$ cat config.mk
export PLATFORM = sky130hd
export DESIGN_NAME = accu_seq_ctrl
export DESIGN_NICKNAME = d
export VERILOG_FILES = /design/src/rtl/accu_ctrl_pkg.sv /design/src/rtl/accu_op_decode.sv /design/src/rtl/accu_step_timer.sv /design/src/rtl/accu_phase_flag.sv /design/src/rtl/accu_strobe_decode.sv /design/src/rtl/accu_seq_ctrl.sv
export SDC_FILE = /design/constraint.sdc
export NUM_CORES = 1
export LEC_CHECK = 0
export ABC_AREA = 1
export CORE_AREA = 2 2 39 41
export DETAILED_ROUTE_END_ITERATION = 8
export DIE_AREA = 0 0 41 43
export GPL_ROUTABILITY_DRIVEN = 0
export HOLD_SLACK_MARGIN = 0.12
export PLACE_DENSITY_LB_ADDON = 0.15
export SETUP_SLACK_MARGIN = 0.05
export SYNTH_ARGS = -nofsm -noshare
export SYNTH_HDL_FRONTEND = slang
export SYNTH_HIERARCHICAL = 1
export SYNTH_SLANG_ARGS = --single-unit
$ cat constraint.sdc
create_clock -name clk_i -period 2.98 [get_ports clk_i]
set_clock_uncertainty 0.1 [all_clocks]
set_input_delay 0.596 -clock clk_i [delete_from_list [all_inputs] [get_ports clk_i]]
set_output_delay 0.596 -clock clk_i [all_outputs]
set_load 0.005 [all_outputs]
$ cat src/rtl/accu_ctrl_pkg.sv
package accu_ctrl_pkg;

  localparam int unsigned OP_W   = 2;
  localparam int unsigned NUM_OP = 1 << OP_W;

  typedef enum logic [OP_W-1:0] {
    OP_LOAD  = 2'b00,
    OP_ADD   = 2'b01,
    OP_JUMP  = 2'b10,
    OP_STORE = 2'b11
  } op_e;

  typedef struct packed {
    logic mar_from_pc;
    logic mar_from_ir;
    logic mbr_from_mem;
    logic mbr_from_ac;
    logic pc_from_alu;
    logic pc_from_ir;
    logic ir_ld;
    logic ac_from_alu;
    logic ac_from_mbr;
    logic alu_sel_pc;
    logic alu_sel_mbr;
    logic alu_add;
    logic alu_cin;
    logic alu_buf_ld;
    logic mem_rd;
    logic mem_wr;
  } strobe_t;

endpackage

$ cat src/rtl/accu_op_decode.sv
module accu_op_decode
  import accu_ctrl_pkg::*;
(
  input  logic [OP_W-1:0]   op_i,
  output logic [NUM_OP-1:0] op_oh_o
);

  // one-hot index equals opcode value: 0 LOAD, 1 ADD, 2 JUMP, 3 STORE
  for (genvar i = 0; i < NUM_OP; i++) begin : g_dec
    assign op_oh_o[i] = (op_i == OP_W'(i));
  end

endmodule

$ cat src/rtl/accu_step_timer.sv
module accu_step_timer #(
  parameter int unsigned STEP_W = 2,
  localparam int unsigned NUM_STEPS = 1 << STEP_W
) (
  input  logic                 clk_i,
  input  logic                 rst_ni,
  input  logic                 restart_i,
  output logic [NUM_STEPS-1:0] step_oh_o
);

  logic [STEP_W-1:0] cnt_q;

  always_ff @(posedge clk_i or negedge rst_ni) begin
    if (!rst_ni)        cnt_q <= '0;
    else if (restart_i) cnt_q <= '0;
    else                cnt_q <= cnt_q + 1'b1;
  end

  for (genvar s = 0; s < NUM_STEPS; s++) begin : g_step
    assign step_oh_o[s] = (cnt_q == STEP_W'(s));
  end

endmodule

$ cat src/rtl/accu_phase_flag.sv
module accu_phase_flag
  import accu_ctrl_pkg::*;
#(
  parameter int unsigned NUM_STEPS = 4
) (
  input  logic                 clk_i,
  input  logic                 rst_ni,
  input  logic [NUM_STEPS-1:0] step_oh_i,
  input  logic [NUM_OP-1:0]    op_oh_i,
  output logic                 fetch_o,
  output logic                 phase_end_o
);

  localparam int unsigned FETCH_LAST = 2;

  logic fetch_q;
  logic exec_end;

  // last execute step per opcode: JUMP t1, STORE t2, LOAD t3, ADD t4
  assign exec_end = (step_oh_i[0] & op_oh_i[OP_JUMP])
                  | (step_oh_i[1] & op_oh_i[OP_STORE])
                  | (step_oh_i[2] & op_oh_i[OP_LOAD])
                  | (step_oh_i[3] & op_oh_i[OP_ADD]);

  assign phase_end_o = fetch_q ? step_oh_i[FETCH_LAST] : exec_end;

  always_ff @(posedge clk_i or negedge rst_ni) begin
    if (!rst_ni)          fetch_q <= 1'b1;
    else if (phase_end_o) fetch_q <= ~fetch_q;
  end

  assign fetch_o = fetch_q;

  AST_FETCH_LEAVES: assert property (@(posedge clk_i) disable iff (!rst_ni)
    (fetch_q && step_oh_i[FETCH_LAST]) |=> (!fetch_q && step_oh_i[0])) else $error("fetch did not end at t3");

  AST_EXEC_RETURNS: assert property (@(posedge clk_i) disable iff (!rst_ni)
    (!fetch_q && exec_end) |=> (fetch_q && step_oh_i[0])) else $error("execute did not return to fetch t1");

endmodule

$ cat src/rtl/accu_strobe_decode.sv
module accu_strobe_decode
  import accu_ctrl_pkg::*;
#(
  parameter int unsigned NUM_STEPS = 4
) (
  input  logic                 fetch_i,
  input  logic [NUM_STEPS-1:0] step_oh_i,
  input  logic [NUM_OP-1:0]    op_oh_i,
  output strobe_t              strobe_o
);

  logic [NUM_STEPS-1:0] f_t, x_t;
  logic is_ld, is_add, is_jmp, is_st;

  // every term is qualified by phase so a held opcode cannot leak into fetch
  assign f_t = step_oh_i & {NUM_STEPS{fetch_i}};
  assign x_t = step_oh_i & {NUM_STEPS{~fetch_i}};

  assign is_ld  = op_oh_i[OP_LOAD];
  assign is_add = op_oh_i[OP_ADD];
  assign is_jmp = op_oh_i[OP_JUMP];
  assign is_st  = op_oh_i[OP_STORE];

  always_comb begin
    strobe_o = '0;
    strobe_o.mar_from_pc  = f_t[0];
    strobe_o.mar_from_ir  = x_t[0] & (is_ld | is_add | is_st);
    strobe_o.mbr_from_ac  = x_t[0] & is_st;
    strobe_o.pc_from_ir   = x_t[0] & is_jmp;
    strobe_o.mem_rd       = f_t[1] | (x_t[1] & (is_ld | is_add));
    strobe_o.mbr_from_mem = strobe_o.mem_rd;
    strobe_o.mem_wr       = x_t[1] & is_st;
    strobe_o.alu_sel_pc   = f_t[1];
    strobe_o.alu_cin      = f_t[1];
    strobe_o.alu_sel_mbr  = x_t[2] & is_add;
    strobe_o.alu_add      = f_t[1] | strobe_o.alu_sel_mbr;
    strobe_o.alu_buf_ld   = strobe_o.alu_add;
    strobe_o.pc_from_alu  = f_t[2];
    strobe_o.ir_ld        = f_t[2];
    strobe_o.ac_from_mbr  = x_t[2] & is_ld;
    strobe_o.ac_from_alu  = x_t[3] & is_add;
  end

endmodule

$ cat src/rtl/accu_seq_ctrl.sv
module accu_seq_ctrl
  import accu_ctrl_pkg::*;
#(
  parameter int unsigned STEP_W = 2
) (
  input  logic            clk_i,
  input  logic            rst_ni,
  input  logic [1:0]      opcode_i,
  output logic            mar_from_pc_o,
  output logic            mar_from_ir_o,
  output logic            mbr_from_mem_o,
  output logic            mbr_from_ac_o,
  output logic            pc_from_alu_o,
  output logic            pc_from_ir_o,
  output logic            ir_ld_o,
  output logic            ac_from_alu_o,
  output logic            ac_from_mbr_o,
  output logic            alu_sel_pc_o,
  output logic            alu_sel_mbr_o,
  output logic            alu_add_o,
  output logic            alu_cin_o,
  output logic            alu_buf_ld_o,
  output logic            mem_rd_o,
  output logic            mem_wr_o
);

  localparam int unsigned NUM_STEPS = 1 << STEP_W;

  logic [NUM_OP-1:0]    op_oh;
  logic [NUM_STEPS-1:0] step_oh;
  logic                 fetch;
  logic                 phase_end;
  strobe_t              strb;

  accu_op_decode u_op_dec (
    .op_i    (opcode_i),
    .op_oh_o (op_oh)
  );

  accu_step_timer #(.STEP_W(STEP_W)) u_timer (
    .clk_i     (clk_i),
    .rst_ni    (rst_ni),
    .restart_i (phase_end),
    .step_oh_o (step_oh)
  );

  accu_phase_flag #(.NUM_STEPS(NUM_STEPS)) u_phase (
    .clk_i       (clk_i),
    .rst_ni      (rst_ni),
    .step_oh_i   (step_oh),
    .op_oh_i     (op_oh),
    .fetch_o     (fetch),
    .phase_end_o (phase_end)
  );

  accu_strobe_decode #(.NUM_STEPS(NUM_STEPS)) u_strb (
    .fetch_i   (fetch),
    .step_oh_i (step_oh),
    .op_oh_i   (op_oh),
    .strobe_o  (strb)
  );

  assign mar_from_pc_o  = strb.mar_from_pc;
  assign mar_from_ir_o  = strb.mar_from_ir;
  assign mbr_from_mem_o = strb.mbr_from_mem;
  assign mbr_from_ac_o  = strb.mbr_from_ac;
  assign pc_from_alu_o  = strb.pc_from_alu;
  assign pc_from_ir_o   = strb.pc_from_ir;
  assign ir_ld_o        = strb.ir_ld;
  assign ac_from_alu_o  = strb.ac_from_alu;
  assign ac_from_mbr_o  = strb.ac_from_mbr;
  assign alu_sel_pc_o   = strb.alu_sel_pc;
  assign alu_sel_mbr_o  = strb.alu_sel_mbr;
  assign alu_add_o      = strb.alu_add;
  assign alu_cin_o      = strb.alu_cin;
  assign alu_buf_ld_o   = strb.alu_buf_ld;
  assign mem_rd_o       = strb.mem_rd;
  assign mem_wr_o       = strb.mem_wr;

  AST_RD_WR_EXCL: assert property (@(posedge clk_i) disable iff (!rst_ni)
    !(mem_rd_o && mem_wr_o)) else $error("read and write together");

  AST_ONE_SRC: assert property (@(posedge clk_i) disable iff (!rst_ni)
    $onehot0({mar_from_pc_o, mar_from_ir_o}) && $onehot0({mbr_from_mem_o, mbr_from_ac_o}) &&
    $onehot0({pc_from_alu_o, pc_from_ir_o}) && $onehot0({ac_from_alu_o, ac_from_mbr_o}))
    else $error("register with two sources");

  AST_INC_BEFORE_PC: assert property (@(posedge clk_i) disable iff (!rst_ni)
    (alu_sel_pc_o && alu_cin_o) |=> (pc_from_alu_o && ir_ld_o)) else $error("PC increment not consumed");

  AST_JUMP_REFETCH: assert property (@(posedge clk_i) disable iff (!rst_ni)
    pc_from_ir_o |=> mar_from_pc_o) else $error("jump not followed by fetch");

  AST_STORE_WRITE: assert property (@(posedge clk_i) disable iff (!rst_ni)
    mbr_from_ac_o |=> (mem_wr_o ##1 mar_from_pc_o)) else $error("store sequence broken");

  AST_ADD_SUM_USED: assert property (@(posedge clk_i) disable iff (!rst_ni)
    alu_sel_mbr_o |=> (ac_from_alu_o ##1 mar_from_pc_o)) else $error("add result not loaded");

  AST_LOAD_DONE: assert property (@(posedge clk_i) disable iff (!rst_ni)
    ac_from_mbr_o |=> mar_from_pc_o) else $error("load not followed by fetch");

endmodule

==> impl_metrics.toml <==
[clocking]
cts_buffers = 3
post_cts_buffers = 0
clkLatencyLatePin_ns = 0.23
cts_buffer_depth = 2
htreeDepth = 1
path_clk_slew_ns = 0.04
hold_buffers = 0
clkSinkCount = 3
root_buffer = "clkbuf_4"
cts_tree = "done"
cts-resized-gates = 0

[floorplan]
die_y_um = 43
coreArea_um2 = 1384
die_area_um2 = 1763
io-pin-count = 20
die-width_um = 41
start_util = 0.2957
rows = 14

[detailed_routing]
routed_wl_um = 744
ant_nets = 0
drtPass1Iterations = 4
wl_per_cell_um = 7.366
vias = 396
remaining_drc_errors = 0
drt_iter0_drc = 4
via_per_inst = 3.921

[pwr]
switchingPower_mw = 0.2106
p_comb_frac = 0.661
internal-power_mw = 0.3021
p_seq_frac = 0.204
switching_share = 0.4107
p_per_area_nw_per_um2 = 845.0
power_leakage_nw = 0.3410
vdd_drop_max_v = 0.0003973
clock_power_share = 0.135
power_mw = 0.5127

[setup_path]
critPathCaptureType = "primary output"
critPathMaxFanout = 4
cp_cell_sequence = "clkdlybuf4s50_1 > inv_1 > nor2_2 > inv_1 > nand2_1 > nand2_1 > nand2_1 > clkdlybuf4s50_1"
rr_worst_depth = 7
path_depth = 8
path_buf_inv = 4
worstPathRequired_ns = 2.28
crit_top_cell = "nand2_1"
crit_arrival_ns = 2.07
critPathMaxStageDelay_ns = 0.52
path_class = "input port to primary output"
start_kind = "input port"
cpLargestDelayFamily = "buffers and inverters"
crit_path_top_delay_cell = "clkdlybuf4s50_1"

[synth]
syn-num-nets = 75
synth.distinct_cells = 14
ys_ff_latch = 3
synth_top_cells_by_count = "inv_1, nand2_1, nor2_1, buf_4, ha_1"
synth_top_area_share = 0.1651
yosysWarningCount = 6
synth_edf_count = 0
yosys.area.top_type = "inv_1"
synth-async-reset-ratio = 1.000
ys_seq_area_frac = 0.1865
synthTopCellsByArea = "inv_1, nand2_1, dfrtp_1, ha_1, nor2_1"
synth_ff_type = "dfrtp_1"
avgSynthCellArea_um2 = 6.107
synth_area_um2 = 409.1
netlist_instances = 67

[timing]
tightest_slew_ns = 0.2470
final-hold-violation-count = 0
fmaxAchievable_mhz = 360.9
finalSetupViolCount = 0
slew_headroom = 0.8353
period_share = 0.9297
rsz0062_at_grt = "false"
min_period_ns = 2.771
drv_slew = 0
tns_ns = 0

[layout]
fillerInstances = 160
antenna_cells = 0
register_area_um2 = 76.32
multi_input_area_um2 = 217.7
drive_above_1_share = 0.1412
area_growth_pct = 48.32
final_cells = 101
nNetsFinal = 94
final_area_um2 = 606.8

[worst_hold_path]
holdPathStages = 1
worstHoldPathType = "register to register"

[global_route]
grt_start_max_net_pins = 11
grt_pass1_vias = 344
grt_pass1_wl_um = 1255
antenna_found_initial = 0
gr-total-overflow = 0
track_usage = 0.1099

[status]
status = "complete, no violations"

[placed_design]
dp.cells = 97
post-dp-hpwl_um = 634.4
port-buffer-count = 19
post_dp_cell_area_um2 = 578.1

[flow_run]
cap_violations = 0
flip-flops by register name (all words and copies together), names as in the netlist:
| register | flops |
|---|---|
| u_timer/cnt_q | 2 |
| u_phase/fetch_o | 1 |
final cells by class:
type                    count  share of cell area
inverters                  19              0.1258
clock buffers               4             0.04330
flip-flops and latches      3              0.1258
well taps                  16             0.03299
repair buffers             19              0.3134
multi-input cells          40              0.3588
cells in the final DEF, fill, tap and decap left out:
cell | synthesis | routed
clkdlybuf4s50_1 | 0 | 19
inv_1 | 18 | 18
nand2_1 | 18 | 18
nor2_1 | 10 | 9
nor2_2 | 3 | 4
ha_1 | 4 | 4
clkbuf_4 | 0 | 3
nand3_2 | 2 | 2
dfrtp_1 | 2 | 2
clkbuf_1 | 0 | 1
nand3_1 | 1 | 1
dfstp_2 | 1 | 1
nor3_2 | 1 | 1
inv_6 | 1 | 1
and3_1 | 1 | 1
power groups by stage:
stage | registers, mW | logic (mW) | clock network, mW
2_1_floorplan | 0.0814 | 0.245 | 0
3_3_place_gp | 0.109 | 0.343 | 0
6_report | 0.105 | 0.339 | 0.0692
4_1_cts | 0.106 | 0.345 | 0.0724
5_1_grt | 0.112 | 0.383 | 0.0750
3_5_place_dp | 0.107 | 0.345 | 0
logic make-up after synthesis:
| logic type | Yosys count | share of synthesized area |
|---|---|---|
| fa+ha+maj | 4 | 0.1223 |
| buf+inv | 24 | 0.2875 |
| flops | 3 | 0.1866 |
| simple gates | 36 | 0.4037 |
metal layers:
metal / vias to the layer above / share of wire / global-route usage / routed length (um)
li1: 219 / - / - / -
met1: 167 / 0.42 / 0.1205 / 312
met2: 10 / 0.53 / 0.1594 / 395
met3: 0 / 0.048 / 0.03141 / 36
met4: 0 / 0 / 0.1000 / 0
met5: - / 0 / 0 / 0
path summary, 6_finish.rpt:
check / from / endpoint / slack [ns]
worst max-delay path: opcode_i[0] / mbr_from_mem_o / 0.21
worst min-delay path: u_timer/cnt_q[0] / u_timer/cnt_q[0] / 0.40
worst max register to register: u_timer/cnt_q[0] / u_timer/cnt_q[0] / 1.59
max in group asynchronous: rst_ni / u_phase/fetch_o / 2.12
min in group asynchronous: rst_ni / u_timer/cnt_q[0] / 0.44
worst min register to register: u_timer/cnt_q[0] / u_timer/cnt_q[0] / 0.40
stage by stage:
step,utilization,hold WS [ns],worst slack (ns)
floorplan,-,0.2004,1.125
global placement,0.4177,0.3933,0.1701
detailed placement,0.4177,0.4025,0.1501
CTS,0.4367,0.4072,0.1480
global route,0.4385,0.4399,0.07464
finish,0.4385,0.3955,0.2094
Power figures use the tool's default switching activity.
